### config.mk
export PLATFORM = sky130hd
export DESIGN_NAME = dma_chan_seq
export DESIGN_NICKNAME = d
export VERILOG_FILES = /design/src/rtl/dma_chan_seq.sv
export SDC_FILE = /design/constraint.sdc
export NUM_CORES = 1
export LEC_CHECK = 0
export BUFFER_PORTS_ARGS = -buffer_cell sky130_fd_sc_hd__buf_2
export CORE_MARGIN = 4
export CORE_UTILIZATION = 40
export DETAILED_ROUTE_END_ITERATION = 8
export MAX_ROUTING_LAYER = met4
export PLACE_DENSITY = 0.6
export SLEW_MARGIN = 10
export SYNTH_ARGS = -nofsm -noshare
export SYNTH_HDL_FRONTEND = slang
export SYNTH_SLANG_ARGS = --single-unit
### constraint.sdc
create_clock -name clk -period 6.8 [get_ports clk]
set_clock_uncertainty 0.1 [all_clocks]
set_input_delay 0.34 -clock clk [delete_from_list [all_inputs] [get_ports clk]]
set_output_delay 0.34 -clock clk [all_outputs]
set_load 0.02 [all_outputs]
### src/rtl/dma_chan_seq.sv
module dma_chan_seq #(
  parameter int AW = 16,
  parameter int CW = 10
) (
  input  logic          clk,
  input  logic          rst_n,
  input  logic          reg_we,
  input  logic [2:0]    reg_addr,
  input  logic [15:0]   reg_wdata,
  output logic [15:0]   reg_rdata,
  input  logic          xfer_req,
  output logic          active_buf,
  output logic          irq,
  output logic          xfer_byte,
  output logic [AW-1:0] ram_addr,
  output logic          ram_re,
  output logic          ram_we,
  output logic [15:0]   ram_wdata,
  input  logic [15:0]   ram_rdata,
  output logic [AW-1:0] per_addr,
  output logic          per_re,
  output logic          per_we,
  output logic [15:0]   per_wdata,
  input  logic [15:0]   per_rdata,
  input  logic [AW-1:0] per_ram_addr
);
  typedef enum logic [1:0] {S_IDLE, S_RD, S_WR} st_t;

  st_t st;
  logic en, sz, dir, half, nullw;
  logic [1:0] amode, mode;
  logic [AW-1:0] sta_a, sta_b, padr, cur;
  logic [CW-1:0] cnt;
  logic [CW:0] done;
  logic bsel;

  logic [CW:0] blk, hp, dn;
  logic last;
  logic [15:0] ctl;

  assign blk  = {1'b0, cnt} + 1'b1;
  assign hp   = ((blk >> 1) == '0) ? {{CW{1'b0}}, 1'b1} : (blk >> 1);
  assign dn   = done + 1'b1;
  assign last = (dn == blk);
  assign ctl  = {en, sz, dir, half, nullw, 5'b0, amode, 2'b0, mode};

  always_comb begin
    case (reg_addr)
      3'd0:    reg_rdata = ctl;
      3'd1:    reg_rdata = 16'(sta_a);
      3'd2:    reg_rdata = 16'(sta_b);
      3'd3:    reg_rdata = 16'(padr);
      3'd4:    reg_rdata = 16'(cnt);
      default: reg_rdata = '0;
    endcase
  end

  function automatic logic [15:0] fit(input logic [15:0] d);
    return sz ? {8'h00, d[7:0]} : d;
  endfunction

  assign active_buf = bsel;
  assign xfer_byte  = sz;
  assign ram_addr   = amode[1] ? per_ram_addr : cur;
  assign per_addr   = padr;
  assign ram_re     = (st == S_RD) &&  dir;
  assign per_re     = (st == S_RD) && !dir;
  assign ram_we     = (st == S_WR) && !dir;
  assign per_we     = (st == S_WR) && (dir || nullw);
  assign ram_wdata  = fit(per_rdata);
  assign per_wdata  = dir ? fit(ram_rdata) : 16'h0000;

  always_ff @(posedge clk or negedge rst_n) begin
    if (!rst_n) begin
      st <= S_IDLE; en <= 1'b0; sz <= 1'b0; dir <= 1'b0; half <= 1'b0;
      nullw <= 1'b0; amode <= '0; mode <= '0;
      sta_a <= '0; sta_b <= '0; padr <= '0; cnt <= '0;
      cur <= '0; done <= '0; bsel <= 1'b0; irq <= 1'b0;
    end else begin
      irq <= 1'b0;
      case (st)
        S_IDLE: if (en && xfer_req) st <= S_RD;
        S_RD:   st <= S_WR;
        default: begin
          st  <= S_IDLE;
          irq <= half ? (dn == hp) : last;
          if (last) begin
            done <= '0;
            if (mode[1]) begin
              bsel <= !bsel;
              cur  <= bsel ? sta_a : sta_b;
              if (mode[0] && bsel) en <= 1'b0;
            end else begin
              cur <= sta_a;
              if (mode[0]) en <= 1'b0;
            end
          end else begin
            done <= dn;
            if (amode == 2'b00) cur <= cur + (sz ? AW'(1) : AW'(2));
          end
        end
      endcase
      if (reg_we) begin
        case (reg_addr)
          3'd0: begin
            en <= reg_wdata[15]; sz <= reg_wdata[14]; dir <= reg_wdata[13];
            half <= reg_wdata[12]; nullw <= reg_wdata[11];
            amode <= reg_wdata[5:4]; mode <= reg_wdata[1:0];
            if (!en && reg_wdata[15]) begin
              st <= S_IDLE; done <= '0; cur <= sta_a; bsel <= 1'b0;
            end
          end
          3'd1: sta_a <= reg_wdata[AW-1:0];
          3'd2: sta_b <= reg_wdata[AW-1:0];
          3'd3: padr  <= reg_wdata[AW-1:0];
          3'd4: cnt   <= reg_wdata[CW-1:0];
          default: ;
        endcase
      end
    end
  end

  AST_OFF_NO_READ: assert property (@(posedge clk) disable iff (!rst_n)
    (!en && st == S_IDLE) |=> !(ram_re || per_re));
  AST_READ_THEN_WRITE: assert property (@(posedge clk) disable iff (!rst_n)
    (ram_re || per_re) |=> (ram_we || per_we));
  AST_NULL_WITH_RAM: assert property (@(posedge clk) disable iff (!rst_n)
    (per_we && !dir) |-> (ram_we && per_wdata == 16'h0000));
  AST_IRQ_PULSE: assert property (@(posedge clk) disable iff (!rst_n)
    irq |=> !irq);
  AST_SELF_DISABLE: assert property (@(posedge clk) disable iff (!rst_n)
    ($fell(en) && !$past(reg_we)) |-> $past(mode[0]));
  AST_BYTE_UPPER_ZERO: assert property (@(posedge clk) disable iff (!rst_n)
    (xfer_byte && ram_we) |-> (ram_wdata[15:8] == 8'h00));
endmodule

Word-level counts from Yosys, hierarchy flattened
Index checks and enable logic that the tools add are counted.

storage, ports and cells
  register bits after elaboration = 98
  bits of input ports = 71
  output and inout port bits = 87
  word-level logic and storage cells = 88

operators by class
  $add $sub $neg = 3
  eq/ne operators = 8
  mux-type cells = 40
  reductions and logical operators = 21

operator list
  cell                                                  number
  2-to-1 mux 16 bit                                     12
  case mux 16 bit (5 select lines)                      1
  2-to-1 mux 11 bit                                     5
  adder 16 x 2 -> 16 bit                                1
  2-to-1 mux 1 bit                                      15
  adder 10 x 1 -> 11 bit (second input constant)        1
  adder 11 x 1 -> 11 bit (second input constant)        1
  equality test 11 x 10 -> 1 bit                        1
  equality test 11 bit                                  1
  zero test 11 bit                                      1
  2-to-1 mux 10 bit                                     1
  2-to-1 mux 2 bit                                      5
  AND reduction 2 bit                                   5
  logical AND 1 bit                                     7
  equality test 3 x 2 -> 1 bit (second input constant)  2
  zero test 2 bit                                       2
  case mux 2 bit (2 select lines)                       1
  equality test 3 x 1 -> 1 bit (second input constant)  1
  equality test 3 bit (second input constant)           1
  zero test 1 bit                                       3
  zero test 3 bit                                       1
  equality test 2 x 1 -> 1 bit (second input constant)  1
  equality test 2 bit (second input constant)           1
  OR reduction 2 bit                                    1
  logical OR 1 bit                                      1

Logic depth before layout (Yosys ltp)
  depth in word-level cells = 8
  depth in mapped cells = 12
  gate-level depth less buffers = 9

Worst setup path before layout
Ideal clock, no wire load.

  kind = register -> register
  start = reg done[1]
  end = reg cur[7]
  data arrival time = 2.594 ns
  path slack = 3.967 ns
  cell stages (with the launch flop) = 13
  path buffers = 3
  period minus slack after synthesis = 2.833 ns
  cells stage by stage = dfrtp_1 ha_1 buf_2 nand2_1 or4_4 a21o_1 a221oi_2 and3_1 buf_6 nand2_2 buf_6 o311ai_1 a22oi_1

on the way
  longest elaborated chain between the ends = 7

ends and longest elaborated chain
  item                        RTL line  text
  start: declaration          34        logic [CW:0] done;
  start signal: assignment    98        done <= dn;
  adder 11 x 1 -> 11 bit (*)  43        assign dn = done + 1'b1;
  equality test 11 bit (*)    44        assign last = (dn == blk);
  2-to-1 mux 16 bit (*)       87        if (last) begin
  2-to-1 mux 16 bit (*)       81        case (st)
  2-to-1 mux 16 bit           109       if (!en && reg_wdata[15]) begin
  2-to-1 mux 16 bit           104       case (reg_addr)
  2-to-1 mux 16 bit (*)       103       if (reg_we) begin
  end signal: assignment      91        cur <= bsel ? sta_a : sta_b;
  end signal: assignment      94        cur <= sta_a;
  end signal: assignment      99        if (amode == 2'b00) cur <= cur + (sz ? AW'(1) : AW'(2));
  end: declaration            32        logic [AW-1:0] sta_a, sta_b, padr, cur;

Mark *: on every way between the ends. The rest lies on a longest branch, timed or not.
A chain may end at the register's enable or synchronous reset.

Worst setup path after layout
  start = reg done[0]
  end = reg cur[14]

Same word-level chain as after synthesis.

==> flow_metrics.env <==
export IMPL_viasPerCell=5.765
export IMPL_die_width_um=134.0
export IMPL_grt_overflow=0
export IMPL_status="finished clean"
export IMPL_regArea_um2=2452
export IMPL_start_kind="flip-flop"
export IMPL_initial_utilization_pct=41.30
export IMPL_finalSetupViolations=0
export IMPL_combPwrFrac_pct=39.3
export IMPL_swShare_pct=41.38
export IMPL_whs_ns=0.1539
export IMPL_synth_nets=758
export IMPL_place_ws_ns=2.824
export IMPL_track_usage_pct=22.78
export IMPL_die_y_um=134.0
export IMPL_portBuffers=141
export IMPL_r2r_start="done[0]"
export IMPL_worstSetupPathType="flip-flop to flip-flop"
export IMPL_grt_max_degree=83
export IMPL_drc_errors=0
export IMPL_drt_total_wl_um=19770
export IMPL_ioPinCount=158
export IMPL_grt_pass1_wl_um=31570
export IMPL_design_area_um2=7436
export IMPL_drt_iter0_drc=456
export IMPL_synth_seq_cells=98
export IMPL_rsz0062_at_grt="false"
export IMPL_maxCapViolCount=0
export IMPL_grt_pass1_vias=5511
export IMPL_ys_types=62
export IMPL_reg2regPathDepth=9
export IMPL_maxSlewHeadroom_pct=25.82
export IMPL_clk_path_buf_depth=2
export IMPL_max_clock_freq_mhz=246.7
export IMPL_hold_path_startpoint="reg_wdata[7]"
export IMPL_cts_num_sinks=98
export IMPL_cts_root_buf="clkbuf_16"
export IMPL_r2r_end="cur[14]"
export IMPL_min_to="sta_a[7]"
export IMPL_reg2reg_slack_ns=2.75
export IMPL_setup_ws_ns=2.746
export IMPL_synthArstFlopShare_pct=100.0
export IMPL_syn_inst=682
export IMPL_routabilityCongestion=0.9013
export IMPL_coreArea_um2=15370
export IMPL_h_tree_depth=3
export IMPL_fin_crit_sh_pct=59.62
export IMPL_final_core_util_pct=48.38
export IMPL_syn2layout_area_growth_pct=17.13
export IMPL_placed_cell_area_um2=7116
export IMPL_hpwl_um=14430
export IMPL_hold_viol=0
export IMPL_antenna_cells=0
export IMPL_hold_class="input pin to flip-flop"
export IMPL_slew_viol_final=0
export IMPL_drive_above_1_share_pct=32.36
export IMPL_cp_arrival_ns=4.17
export IMPL_ys_seq_area_share_pct=38.63
export IMPL_insertion_delay_ns=0.35
export IMPL_fin_tns_setup_ns=0
export IMPL_irDropWorstVdd_uv=164.7
export IMPL_cp_end_kind="flip-flop"
export IMPL_final_net_count=862
export IMPL_vias=5777
export IMPL_cts_tree="built"
export IMPL_antenna_found_initial=0
export IMPL_synth_ff_type="dfrtp_1"
export IMPL_rows=45
export IMPL_placed_cells=985
export IMPL_yosysTopAreaCell="dfrtp_1"
export IMPL_netlist_top_cells_area="dfrtp_1 39%, mux2_2 14%, nand2_1 3.3%, nor2_1 3.1%, a22oi_1 2.6%"
export IMPL_p_int_mw=1.434
export IMPL_synth_avg_cell_area_um2=9.309
export IMPL_tightest_slew_ns=1.113
export IMPL_hold_depth=3
export IMPL_switchingPower_mw=1.012
export IMPL_fill_cells=1504
export IMPL_synth_area_um2=6349
export IMPL_clkPwrFrac_pct=22.2
export IMPL_synth_top_area_share_pct=38.63
export IMPL_p_per_area_nw_per_um2=328.9
export IMPL_fin_cells=1002
export IMPL_numCtsBuffers=9
export IMPL_finalPower_mw=2.446
export IMPL_path_clk_slew_ns=0.08
export IMPL_cts_resized_gates=0
export IMPL_p_leak_nw=3.174
export IMPL_worst_endpoint_required_ns=6.92
export IMPL_final_antenna_net_count=0
export IMPL_synth_edf_count=0
export IMPL_critPathMaxFanout=20
export IMPL_finalCriticalPeriod_ns=4.054
export IMPL_yosys_warnings=0
export IMPL_pwr_share_seq_pct=38.5
export IMPL_routed_wire_length_per_instance_um=19.73
export IMPL_cts_setup_buffers=0
export IMPL_first_pass_iters=5
export IMPL_die_area_um2=17950
export IMPL_multi_input_area_um2=3586
-- critical path, cell delays in order (launching register included) --
cell	delay [ns]
dfrtp_1	0.50
ha_1	0.40
nand2_1	0.14
or4_4	0.51
a21o_1	0.20
a221oi_2	0.30
and3_1	0.74
nand2_2	0.45
o311ai_1	0.43
a22oi_1	0.15
-- worst max path at each step --
stage | start | end | slack [ns] | cells after the start
after global routing | done[0] | cur[7] | 2.54 | 9
final | done[0] | cur[14] | 2.75 | 9
after detailed placement | done[0] | cur[7] | 2.82 | 9
after CTS | done[0] | cur[7] | 2.83 | 9
after global placement | done[0] | cur[7] | 3.02 | 9
after floorplan | done[1] | cur[7] | 3.97 | 12
-- final cells by class --
type / count / area share [%]
clock buffer: 10 / 3.214
clock inverter: 6 / 0.9591
inverter: 12 / 0.6058
multi-input combinational: 515 / 48.22
sequential: 98 / 32.98
tap: 211 / 3.550
timing repair buffer: 150 / 10.47
-- power by group through the flow --
stage | registers (mW) | clock network [mW] | logic (mW)
floorplan | 0.869 | 0 | 0.713
global placement | 0.936 | 0 | 0.936
detailed placement | 0.944 | 0 | 0.956
CTS | 0.934 | 0.554 | 0.961
global route | 0.964 | 0.582 | 1.06
finish | 0.940 | 0.544 | 0.961
-- registers in the layout, summed over array words and instances (netlist names) --
| signal | cells |
|---|---|
| active_buf | 1 |
| amode | 2 |
| cnt | 10 |
| cur | 16 |
| dir | 1 |
| done | 11 |
| en | 1 |
| half | 1 |
| irq | 1 |
| mode | 2 |
| nullw | 1 |
| per_addr | 16 |
| st | 2 |
| sta_a | 16 |
| sta_b | 16 |
| xfer_byte | 1 |
-- cells in the final DEF, fill, tap and decap left out, types with 3 or more instances in the layout --
cell and count:
nand3_1 26, nand2b_1 5, a31oi_1 8, nor3_1 18, nor4_1 11, a21o_1 4
a22oi_1 22, o311ai_1 3, mux4_2 5, inv_1 12, mux2i_1 7, o22ai_1 12
dfrtp_1 98, xor2_1 13, nand2_1 56, and2_1 21, a211oi_1 9, or3_1 7
a21oi_1 21, a221oi_1 5, nand4_1 12, ha_1 4, nor2_1 51, o21a_1 5
buf_2 140, o31ai_1 5, inv_6 3, mux2_2 78, o21ai_0 33, nor2b_1 20
clkbuf_16 9, and3_1 6, xnor2_1 14, buf_4 9
-- kinds of logic after synthesis --
logic type / Yosys count / synth area share, %
fa+ha+maj: 5 / 1.104
buf+inv: 69 / 4.927
compound gates: 145 / 15.20
simple gates: 248 / 19.71
flops: 98 / 38.63
xor+xnor: 27 / 3.725
mux: 90 / 16.71
-- cell usage after synthesis, types with 4 or more instances --
master / number
nor3_1: 18
nor2b_1: 20
a31oi_1: 8
xor2_1: 13
clkbuf_1: 35
mux2_2: 78
inv_1: 12
o31ai_1: 5
buf_1: 5
mux4_2: 5
nor4_1: 11
and2_1: 21
o21a_1: 5
a21oi_1: 21
a21o_1: 4
a22oi_1: 22
mux2i_1: 7
o21ai_0: 33
ha_1: 4
nand2_1: 56
xnor2_1: 14
nand2b_1: 5
a211oi_1: 9
a221oi_1: 5
o22ai_1: 12
or3_1: 7
dfrtp_1: 98
buf_2: 7
nand4_1: 12
buf_4: 8
and3_1: 6
nor2_1: 52
nand3_1: 26
-- metal layers --
layer	vias up	global-route usage, %	routed length, um
met3	20	2.701	1168
met1	2866	34.27	9643
met4	0	6.171	265
met5	-	-	0
met2	210	32.45	8693
li1	2681	-	-
-- repair_timing --
action / in CTS / in global routing
hold buffers: 1 / 0
endpoints found under the hold margin: 16 / 0
setup endpoints to repair: 0 / 0
Power figures use the tool's default switching activity.
